`config.mk`:
```
export PLATFORM = sky130hd
export DESIGN_NAME = iqsplit_top
export DESIGN_NICKNAME = d
export VERILOG_FILES = /design/src/rtl/iqsplit_pkg.sv /design/src/rtl/iqsplit_ctrl.sv /design/src/rtl/iqsplit_datapath.sv /design/src/rtl/iqsplit_top.sv
export SDC_FILE = /design/constraint.sdc
export NUM_CORES = 1
export LEC_CHECK = 0
export ABC_AREA = 1
export BUFFER_PORTS_ARGS = -buffer_cell sky130_fd_sc_hd__buf_4
export CORE_UTILIZATION = 30
export DETAILED_ROUTE_END_ITERATION = 12
export MAX_ROUTING_LAYER = met4
export PLACE_DENSITY_LB_ADDON = 0.25
export REMOVE_ABC_BUFFERS = 1
export SLEW_MARGIN = 10
export SYNTH_ARGS = -nofsm -noshare
export SYNTH_HDL_FRONTEND = slang
export SYNTH_SLANG_ARGS = --single-unit
```
`constraint.sdc`:
```
create_clock -name clk -period 6.35 [get_ports clk]
set_input_delay 0 -clock clk [delete_from_list [all_inputs] [get_ports clk]]
set_output_delay 0 -clock clk [all_outputs]
set_load 0.01 [all_outputs]
```
`src/rtl/iqsplit_pkg.sv`:
```
package iqsplit_pkg;

  // Length of the half-band impulse response.
  localparam int NUM_TAPS = 7;

  // Strobes from the phase controller to the datapath.
  typedef struct packed {
    logic pickQ;  // odd phase: the shared filter serves the Q branch
    logic negI;   // phase 2: the I mix is the negated sample
    logic negQ;   // phase 3: the Q mix is the negated sample
    logic flip;   // phases 2 and 3: the second pair of the IF rotation
  } ctrlStrobe_t;

  // Symmetric half-band taps, which sum to 32.
  function automatic int tapCoef(input int idx);
    case (idx)
      0, 6:    tapCoef = -1;
      2, 4:    tapCoef = 9;
      3:       tapCoef = 16;
      default: tapCoef = 0;
    endcase
  endfunction

endpackage

```
`src/rtl/iqsplit_ctrl.sv`:
```
module iqsplit_ctrl
  import iqsplit_pkg::*;
(
  input  logic        clk,
  input  logic        rst,
  output ctrlStrobe_t strobe
);

  // Four-step carrier phase. It also sets the I/Q slot and the IF pair parity.
  logic [1:0] phase;

  always_ff @(posedge clk) begin
    if (rst) phase <= 2'd0;
    else     phase <= phase + 2'd1;
  end

  always_comb begin
    strobe.pickQ = phase[0];
    strobe.negI  = (phase == 2'd2);
    strobe.negQ  = (phase == 2'd3);
    strobe.flip  = phase[1];
  end

  // A negate strobe must always fall in its own branch's slot.
  p_neg_slot_r3: assert property (@(posedge clk) disable iff (rst)
    (strobe.negI |-> !strobe.pickQ) and (strobe.negQ |-> strobe.pickQ));

endmodule

```
`src/rtl/iqsplit_datapath.sv`:
```
module iqsplit_datapath
  import iqsplit_pkg::*;
#(
  parameter int DATA_W     = 8,
  parameter int ACC_W      = 16,
  parameter int COEF_SHIFT = 5
) (
  input  logic              clk,
  input  logic              rst,
  input  logic [DATA_W-1:0] sampleIn,
  input  logic              ifMode,
  input  ctrlStrobe_t       strobe,
  output logic [DATA_W-1:0] wordOut,
  output logic              selOut
);

  localparam int LINE_LEN = NUM_TAPS - 1;
  localparam logic signed [DATA_W-1:0] MAX_V = {1'b0, {(DATA_W-1){1'b1}}};
  localparam logic signed [DATA_W-1:0] MIN_V = {1'b1, {(DATA_W-1){1'b0}}};
  localparam logic signed [ACC_W-1:0]  HALF_LSB = ACC_W'(1 << (COEF_SHIFT - 1));

  function automatic logic signed [DATA_W-1:0] satNeg(input logic signed [DATA_W-1:0] v);
    return (v == MIN_V) ? MAX_V : -v;
  endfunction

  // ---------------- multiplier-free down-mix ----------------
  logic signed [DATA_W-1:0] din;
  logic signed [DATA_W-1:0] mixI, mixQ;

  assign din = $signed(sampleIn);

  always_comb begin
    mixI = strobe.pickQ ? '0 : (strobe.negI ? satNeg(din) : din);
    mixQ = strobe.pickQ ? (strobe.negQ ? satNeg(din) : din) : '0;
  end

  p_neg_range_r3: assert property (@(posedge clk) disable iff (rst)
    (strobe.negI |-> mixI != MIN_V) and (strobe.negQ |-> mixQ != MIN_V));

  // ---------------- per-branch delay lines ----------------
  for (genvar b = 0; b < 2; b++) begin : g_branch
    logic signed [DATA_W-1:0] feed;
    logic signed [DATA_W-1:0] line [LINE_LEN];
    logic signed [DATA_W-1:0] taps [NUM_TAPS];

    assign feed = (b == 0) ? mixI : mixQ;

    always_ff @(posedge clk) begin
      if (rst) begin
        for (int k = 0; k < LINE_LEN; k++) line[k] <= '0;
      end else begin
        line[0] <= feed;
        for (int k = 1; k < LINE_LEN; k++) line[k] <= line[k-1];
      end
    end

    always_comb begin
      taps[0] = feed;
      for (int k = 1; k < NUM_TAPS; k++) taps[k] = line[k-1];
    end

    p_line_clear_r1: assert property (@(posedge clk)
      rst |=> (line[0] == '0 && line[LINE_LEN-1] == '0));
  end

  // ---------------- shared half-band filter ----------------
  logic signed [DATA_W-1:0] tapSel [NUM_TAPS];
  logic signed [ACC_W-1:0]  acc;
  logic signed [ACC_W-1:0]  rounded;
  logic signed [DATA_W-1:0] clamped;
  logic signed [DATA_W-1:0] shaped;

  always_comb begin
    for (int k = 0; k < NUM_TAPS; k++)
      tapSel[k] = strobe.pickQ ? g_branch[1].taps[k] : g_branch[0].taps[k];
  end

  always_comb begin
    acc = '0;
    for (int k = 0; k < NUM_TAPS; k++)
      acc = acc + ACC_W'(tapCoef(k) * int'(tapSel[k]));
  end

  always_comb begin
    rounded = (acc + HALF_LSB) >>> COEF_SHIFT;
    if (rounded > ACC_W'(MAX_V))      clamped = MAX_V;
    else if (rounded < ACC_W'(MIN_V)) clamped = MIN_V;
    else                              clamped = rounded[DATA_W-1:0];
  end

  // IF re-centring: negate every second I/Q pair.
  assign shaped = (ifMode && strobe.flip) ? satNeg(clamped) : clamped;

  // ---------------- output register ----------------
  logic primed;

  always_ff @(posedge clk) begin
    if (rst) begin
      wordOut <= '0;
      selOut  <= 1'b0;
      primed  <= 1'b0;
    end else begin
      wordOut <= shaped;
      selOut  <= strobe.pickQ;
      primed  <= 1'b1;
    end
  end

  p_reset_out_r1: assert property (@(posedge clk)
    rst |=> (wordOut == '0 && selOut == 1'b0));

  p_q_after_i_r2: assert property (@(posedge clk) disable iff (rst)
    (primed && !selOut) |=> selOut);

  p_i_after_q_r2: assert property (@(posedge clk) disable iff (rst)
    selOut |=> !selOut);

  p_no_min_word_r5: assert property (@(posedge clk) disable iff (rst)
    $signed(wordOut) != MIN_V);

endmodule

```
`src/rtl/iqsplit_top.sv`:
```
module iqsplit_top
  import iqsplit_pkg::*;
#(
  parameter int DATA_W     = 8,
  parameter int ACC_W      = 16,
  parameter int COEF_SHIFT = 5
) (
  input  logic              clk,
  input  logic              rst,
  input  logic [DATA_W-1:0] sampleIn,
  input  logic              ifMode,
  output logic [DATA_W-1:0] iqWord,
  output logic              iqSel
);

  ctrlStrobe_t strobe;

  iqsplit_ctrl u_ctrl (
    .clk    (clk),
    .rst    (rst),
    .strobe (strobe)
  );

  iqsplit_datapath #(
    .DATA_W     (DATA_W),
    .ACC_W      (ACC_W),
    .COEF_SHIFT (COEF_SHIFT)
  ) u_datapath (
    .clk      (clk),
    .rst      (rst),
    .sampleIn (sampleIn),
    .ifMode   (ifMode),
    .strobe   (strobe),
    .wordOut  (iqWord),
    .selOut   (iqSel)
  );

endmodule

```
==> results.md, run 1 <==
- Status: complete, no violations
- Detailed-route via count: 5058
- Setup-failing EPs final: 0
- Synthesized netlist cell count: 846
- Routed length per instance: 11.05 um
- Overall Power: 3.179 mW
- Required time worst endpoint: 6560 ps
- Synthesis-to-layout area growth: 26.55%
- Remaining global-route overflow: 0
- Synth warn: 0
- Largest net degree at the start of global routing: 106
- Fraction of layout cells with a size suffix above 1: 22.03%
- Hold/Removal Path Class: input port to register
- Most frequent CP cell: nand2_2
- Fin nets: 1034
- Max-cap viol count: 0
- # DRC: 0
- Clk Latency, worst-skew pair: 360 ps
- Top achievable clock speed: 0.1651 GHz
- First-pass GRT wire length: 22580 um
- FP Rows: 53
- # IOs: 20
- Crit path capture type: register
- Crit Path Max Fanout: 6
- Initial antenna violation count: 0
- Most common cell after layout, fill and taps aside: inv_1
- Die Height: 149.0 um
- Port bufs: 19
- Vias in the first global route: 4945
- Clock sink count: 107
- TritonCTS clock tree: done
- CTS Buf Count: 9
- Minimum clock period: 6058 ps
- Fin util: 38.91%
- Register clock-pin slew on the reported worst setup and hold paths: 90 ps
- N_diodes: 0
- Worst-Margin Slew: 1013 ps
- Core area: 0.02109 mm^2
- DR iter-0 viols: 155
- Synth unique cells: 31
- RD Place Congestion: 0.8139
- Via-to-Cell Ratio: 4.180
- Hold Vio Cnt, Final: 0
- Final clock skew: 12.75 ps
- VDD IR-drop max: 0.0002049 V
- Cell Area, Synth: 0.006484 mm^2
- TritonRoute pass-1 iters: 4
- HPWL Detailed: 10310 um
- Die X: 149.0 um
- Register area share after synthesis: 33.04%
- Gr usage total: 13.37%
- Cell area power density: 387.4 mW/mm^2
- WP data arrival: 6270 ps
- CP max stage delay: 540 ps
- Die Area: 0.02220 mm^2
- Type of the worst setup path: register to register
- Post-synthesis register bit count: 107
- Routed wire length: 13370 um
- Max Root-Sink Buffers: 2
- Htree depth: 3
- Leading cell types in the layout, fill and taps excluded: inv_1 (187), nor2_1 (115), nand2_1 (111)
- Lkg Pwr: 3.885 nW
- Syn Area/Cell: 7.664 um^2
- Root buffer cell: clkbuf_16
- Worst path slowest cell: fa_1
- Worst rel slew slack: 32.44%
- Initial Util: 30.75%
- Antenna Nets Post-Route: 0
- CP startpoint kind: register
- Final Cycle Share: 95.39%
- Max Slew Vio Count: 0
-- Yosys cell counts (all sizes together) --
| cell type | instances | area (um^2) |
|---|---|---|
| dfxtp | 107 | 2142 |
| o31ai | 3 | 22.52 |
| nand3 | 31 | 165.2 |
| nor3 | 7 | 35.03 |
| fa | 38 | 760.7 |
| nor2 | 125 | 489.2 |
| o21ai | 34 | 170.2 |
| a21oi | 32 | 160.2 |
| xnor2 | 10 | 87.58 |
| a31oi | 2 | 12.51 |
| or4 | 1 | 7.510 |
| buf | 6 | 23.77 |
| clkbuf | 17 | 63.81 |
| o211ai | 10 | 75.07 |
| inv | 197 | 739.5 |
| ha | 55 | 688.2 |
| o21bai | 1 | 7.510 |
| nand3b | 2 | 15.01 |
| mux2i | 4 | 40.04 |
| xor2 | 18 | 157.7 |
| and2 | 1 | 6.260 |
| or2 | 1 | 6.260 |
| nand2 | 142 | 595.6 |
| and3 | 2 | 12.51 |
-- cell type report --
cell class                 instances  area [um^2]
fill                            2207        12880
sequential                       107         2146
multi-input combinational        519         3906
clock inverter                     7        88.84
clock buffer                       9        225.2
inverter                         197        744.5
tap                              275        344.1
timing repair buffer              96        750.7
-- kinds of logic (layout without fill, tap and decap cells) --
group                      after synthesis  count (layout)  share of synthesized area (%)
and+or+nand+nor                        312             312                          20.55
buffers and inverters                  220             309                          12.76
DFF                                    107             107                          33.04
adders and majority gates               93              93                          22.35
AOI/OAI and AO/OA                       82              82                          6.908
xor gates and xnor gates                28              28                          3.782
muxes                                    4               4                         0.6175
-- through the flow --
step | cells | hold WS [ps] | setup TNS [ps] | setup slack [ps] | instance area (um^2)
floorplan | 823 | 66.69 | -6141 | -789.5 | 6396
global placement | 1176 | 315.9 | -248.9 | -49.49 | 7327
detailed placement | 1176 | 316.8 | -1249 | -173.5 | 7327
CTS | 1201 | 74.11 | 0 | 18.27 | 7775
global route | 1210 | 138.7 | -428.5 | -72.93 | 8205
finish | 1210 | 97.63 | 0 | 292.5 | 8205
-- registers in the layout, indices dropped and copies added, names as in the netlist --
register / cells
u_datapath.selOut: 1
u_datapath.g_branch.line: 96
u_datapath.wordOut: 8
u_ctrl.phase: 2
-- path summary, 6_finish.rpt --
kind,cells after the start,slack (ps),end,start
worst max-delay path,38,290,u_datapath.wordOut[4],u_ctrl.phase[0]
worst min-delay path,5,100,u_datapath.g_branch[1].line[0][1],sampleIn[1]
worst max register to register,38,290,u_datapath.wordOut[4],u_ctrl.phase[0]
worst min register to register,2,400,u_datapath.g_branch[1].line[0][10],u_datapath.g_branch[1].line[0][2]
-- critical path, delay by kind of cell, from the launching register on --
family                     cells  cell delay (ps)
xor gates and xnor gates       1              180
adders and majority gates      7             2450
buffers and inverters          8              770
DFF                            1              390
and+or+nand+nor               17             1370
AOI/OAI and AO/OA              5              710
-- timing repair --
| item | in CTS | in global routing |
|---|---|---|
| hold buffers | 6 | 0 |
| endpoints found under the hold margin | 11 | 0 |
| pin swaps | 4 | 50 |
| endpoints found under the setup margin | 8 | 8 |
| setup buffers | 3 | 9 |
| gates resized for setup | 14 | 96 |
-- layer usage --
layer	track usage, %	wire [um]	up-vias	share of wire (%)
met5	-	0	-	0
met4	4.133	193	0	1.4
met3	2.385	252	16	1.9
met2	22.16	6563	33	49
met1	16.45	6356	2295	48
li1	-	-	2714	-
-- power breakdown --
group          switching (mW)  internal (mW)
logic                    1.05          0.848
registers              0.0118          0.712
clock network           0.278          0.284
No activity file was read; power rests on OpenSTA's default activity.
==> run 2, diff against run 1 <==
--- a/config.mk
+++ b/config.mk
@@ -7,6 +7,7 @@
 export LEC_CHECK = 0
 export ABC_AREA = 1
 export BUFFER_PORTS_ARGS = -buffer_cell sky130_fd_sc_hd__buf_4
+export CORE_ASPECT_RATIO = 1.75
 export CORE_UTILIZATION = 30
 export DETAILED_ROUTE_END_ITERATION = 12
 export MAX_ROUTING_LAYER = met4
==> results.md, run 2 (synthesized netlist as in run 1, its figures left out) <==
- Fin nets: 1045
- Routed length per instance: 12.37 um
- Setup_tns: 0 ps
- Non-Filler Instances: 1198
- Max Root-Sink Buffers: 2
- Hold/Removal Path Class: input port to register
- Die X: 113.1 um
- Setup-failing EPs final: 0
- Initial Util: 30.85%
- Die Height: 196.5 um
- First-pass GRT wire length: 23780 um
- WP data arrival: 6380 ps
- Die Area: 0.02223 mm^2
- Antenna Nets Post-Route: 0
- Core area: 0.02102 mm^2
- Final Cycle Share: 95.59%
- Clk Latency, worst-skew pair: 360 ps
- Lkg Pwr: 3.984 nW
- DR iter-0 viols: 168
- Remaining global-route overflow: 0
- Worst path slowest cell: fa_1
- Worst rel slew slack: 45.43%
- Top achievable clock speed: 0.1648 GHz
- Leading cell types in the layout, fill and taps excluded: inv_1 (188), nor2_1 (116), dfxtp_1 (106)
- Max Slew Vio Count: 0
- Worst-Margin Slew: 818.5 ps
- Initial antenna violation count: 0
- Port bufs: 19
- Largest net degree at the start of global routing: 84
- Detailed-route via count: 5199
- Final clock skew: 16.45 ps
- TritonRoute pass-1 iters: 5
- Fin worst setup slack: 280.3 ps
- Crit path capture type: register
- CP startpoint kind: register
- Cell area power density: 391.3 mW/mm^2
- Hold Vio Cnt, Final: 0
- RD Place Congestion: 0.8462
- Via-to-Cell Ratio: 4.340
- Top Registers: u_datapath.g_branch.line x96, u_datapath.wordOut x8, u_ctrl.phase x2
- Most common cell after layout, fill and taps aside: inv_1
- FP Rows: 70
- Minimum clock period: 6070 ps
- Fraction of layout cells with a size suffix above 1: 24.63%
- Synthesis-to-layout area growth: 29.39%
- Largest register by flop count: u_datapath.g_branch.line
- Root buffer cell: clkbuf_16
- Clock sink count: 107
- # DRC: 0
- CP max stage delay: 560 ps
- Register clock-pin slew on the reported worst setup and hold paths: 80 ps
- Pre-CTS setup slack: -452.7 ps
- VDD IR-drop max: 0.0002085 V
- Max-cap viol count: 0
- N_diodes: 0
- Routed wire length: 14820 um
- HPWL Detailed: 11810 um
- Placed cell count: 1161
- Max FFs per register: 96
- Crit Path Max Fanout: 8
- Vias in the first global route: 5292
- Gr usage total: 14.31%
- TritonCTS clock tree: done
- Required time worst endpoint: 6660 ps
- # IOs: 20
- Htree depth: 3
- Status: complete, no violations
- Overall Power: 3.283 mW
- Type of the worst setup path: register to register
- CTS Buf Count: 9
run 2: critical path, delay by kind of cell, from the launching register on:
| family | cells | cell delay, ps |
|---|---|---|
| AO/OA/AOI/OAI | 3 | 380 |
| XOR/XNOR | 1 | 210 |
| adder cells (fa/ha/maj) | 8 | 2770 |
| buffers and inverters | 7 | 490 |
| flip-flops | 1 | 410 |
| AND/OR/NAND/NOR | 20 | 1770 |
run 2: area by class of cell:
type,instances,area (um^2)
well taps,252,315.3
clock inverters,7,88.84
fillers,2154,12630
flip-flops and latches,107,2146
multi-input cells,519,3973
repair buffers,107,899.6
clock buffers,9,225.2
inverters,197,742.0
run 2: what timing repair did:
action,in CTS,in global routing
endpoints found under the setup margin,8,8
endpoints found under the hold margin,32,0
gates resized for setup,34,95
pin swaps,7,49
hold buffers,7,0
setup buffers,4,8
gates cloned,0,2
run 2: layer usage:
layer,vias up,track usage [%],wire (um)
met5,-,-,0
met4,0,6.628,507
met3,26,1.753,206
met2,59,29.65,8829
met1,2385,12.19,5276
li1,2729,-,-
run 2: through the flow:
stage	utilization [%]	area, um^2	hold slack [ps]
3_3_place_gp	35.13	7383	318.3
3_5_place_dp	35.13	7383	330.2
2_1_floorplan	-	6396	66.69
6_report	39.91	8389	89.40
5_1_grt	39.91	8389	109.6
4_1_cts	37.51	7885	58.54
run 2: power breakdown:
part	total [mW]	internal, mW	switching, mW	leakage, nW
Clock	0.571	0.285	0.287	0.153
Combinational	1.99	0.911	1.08	2.96
Sequential	0.725	0.712	0.0131	0.871
Total	3.28	1.91	1.38	3.98
run 2: path summary, 6_finish.rpt:
path	startpoint	to	slack [ps]	depth (start not counted)
worst min-delay path	sampleIn[1]	u_datapath.g_branch[1].line[0][1]	90	5
worst max register to register	u_ctrl.phase[0]	u_datapath.wordOut[3]	280	39
worst min register to register	u_datapath.g_branch[0].line[0][37]	u_datapath.g_branch[0].line[0][45]	400	2
worst max-delay path	u_ctrl.phase[0]	u_datapath.wordOut[3]	280	39
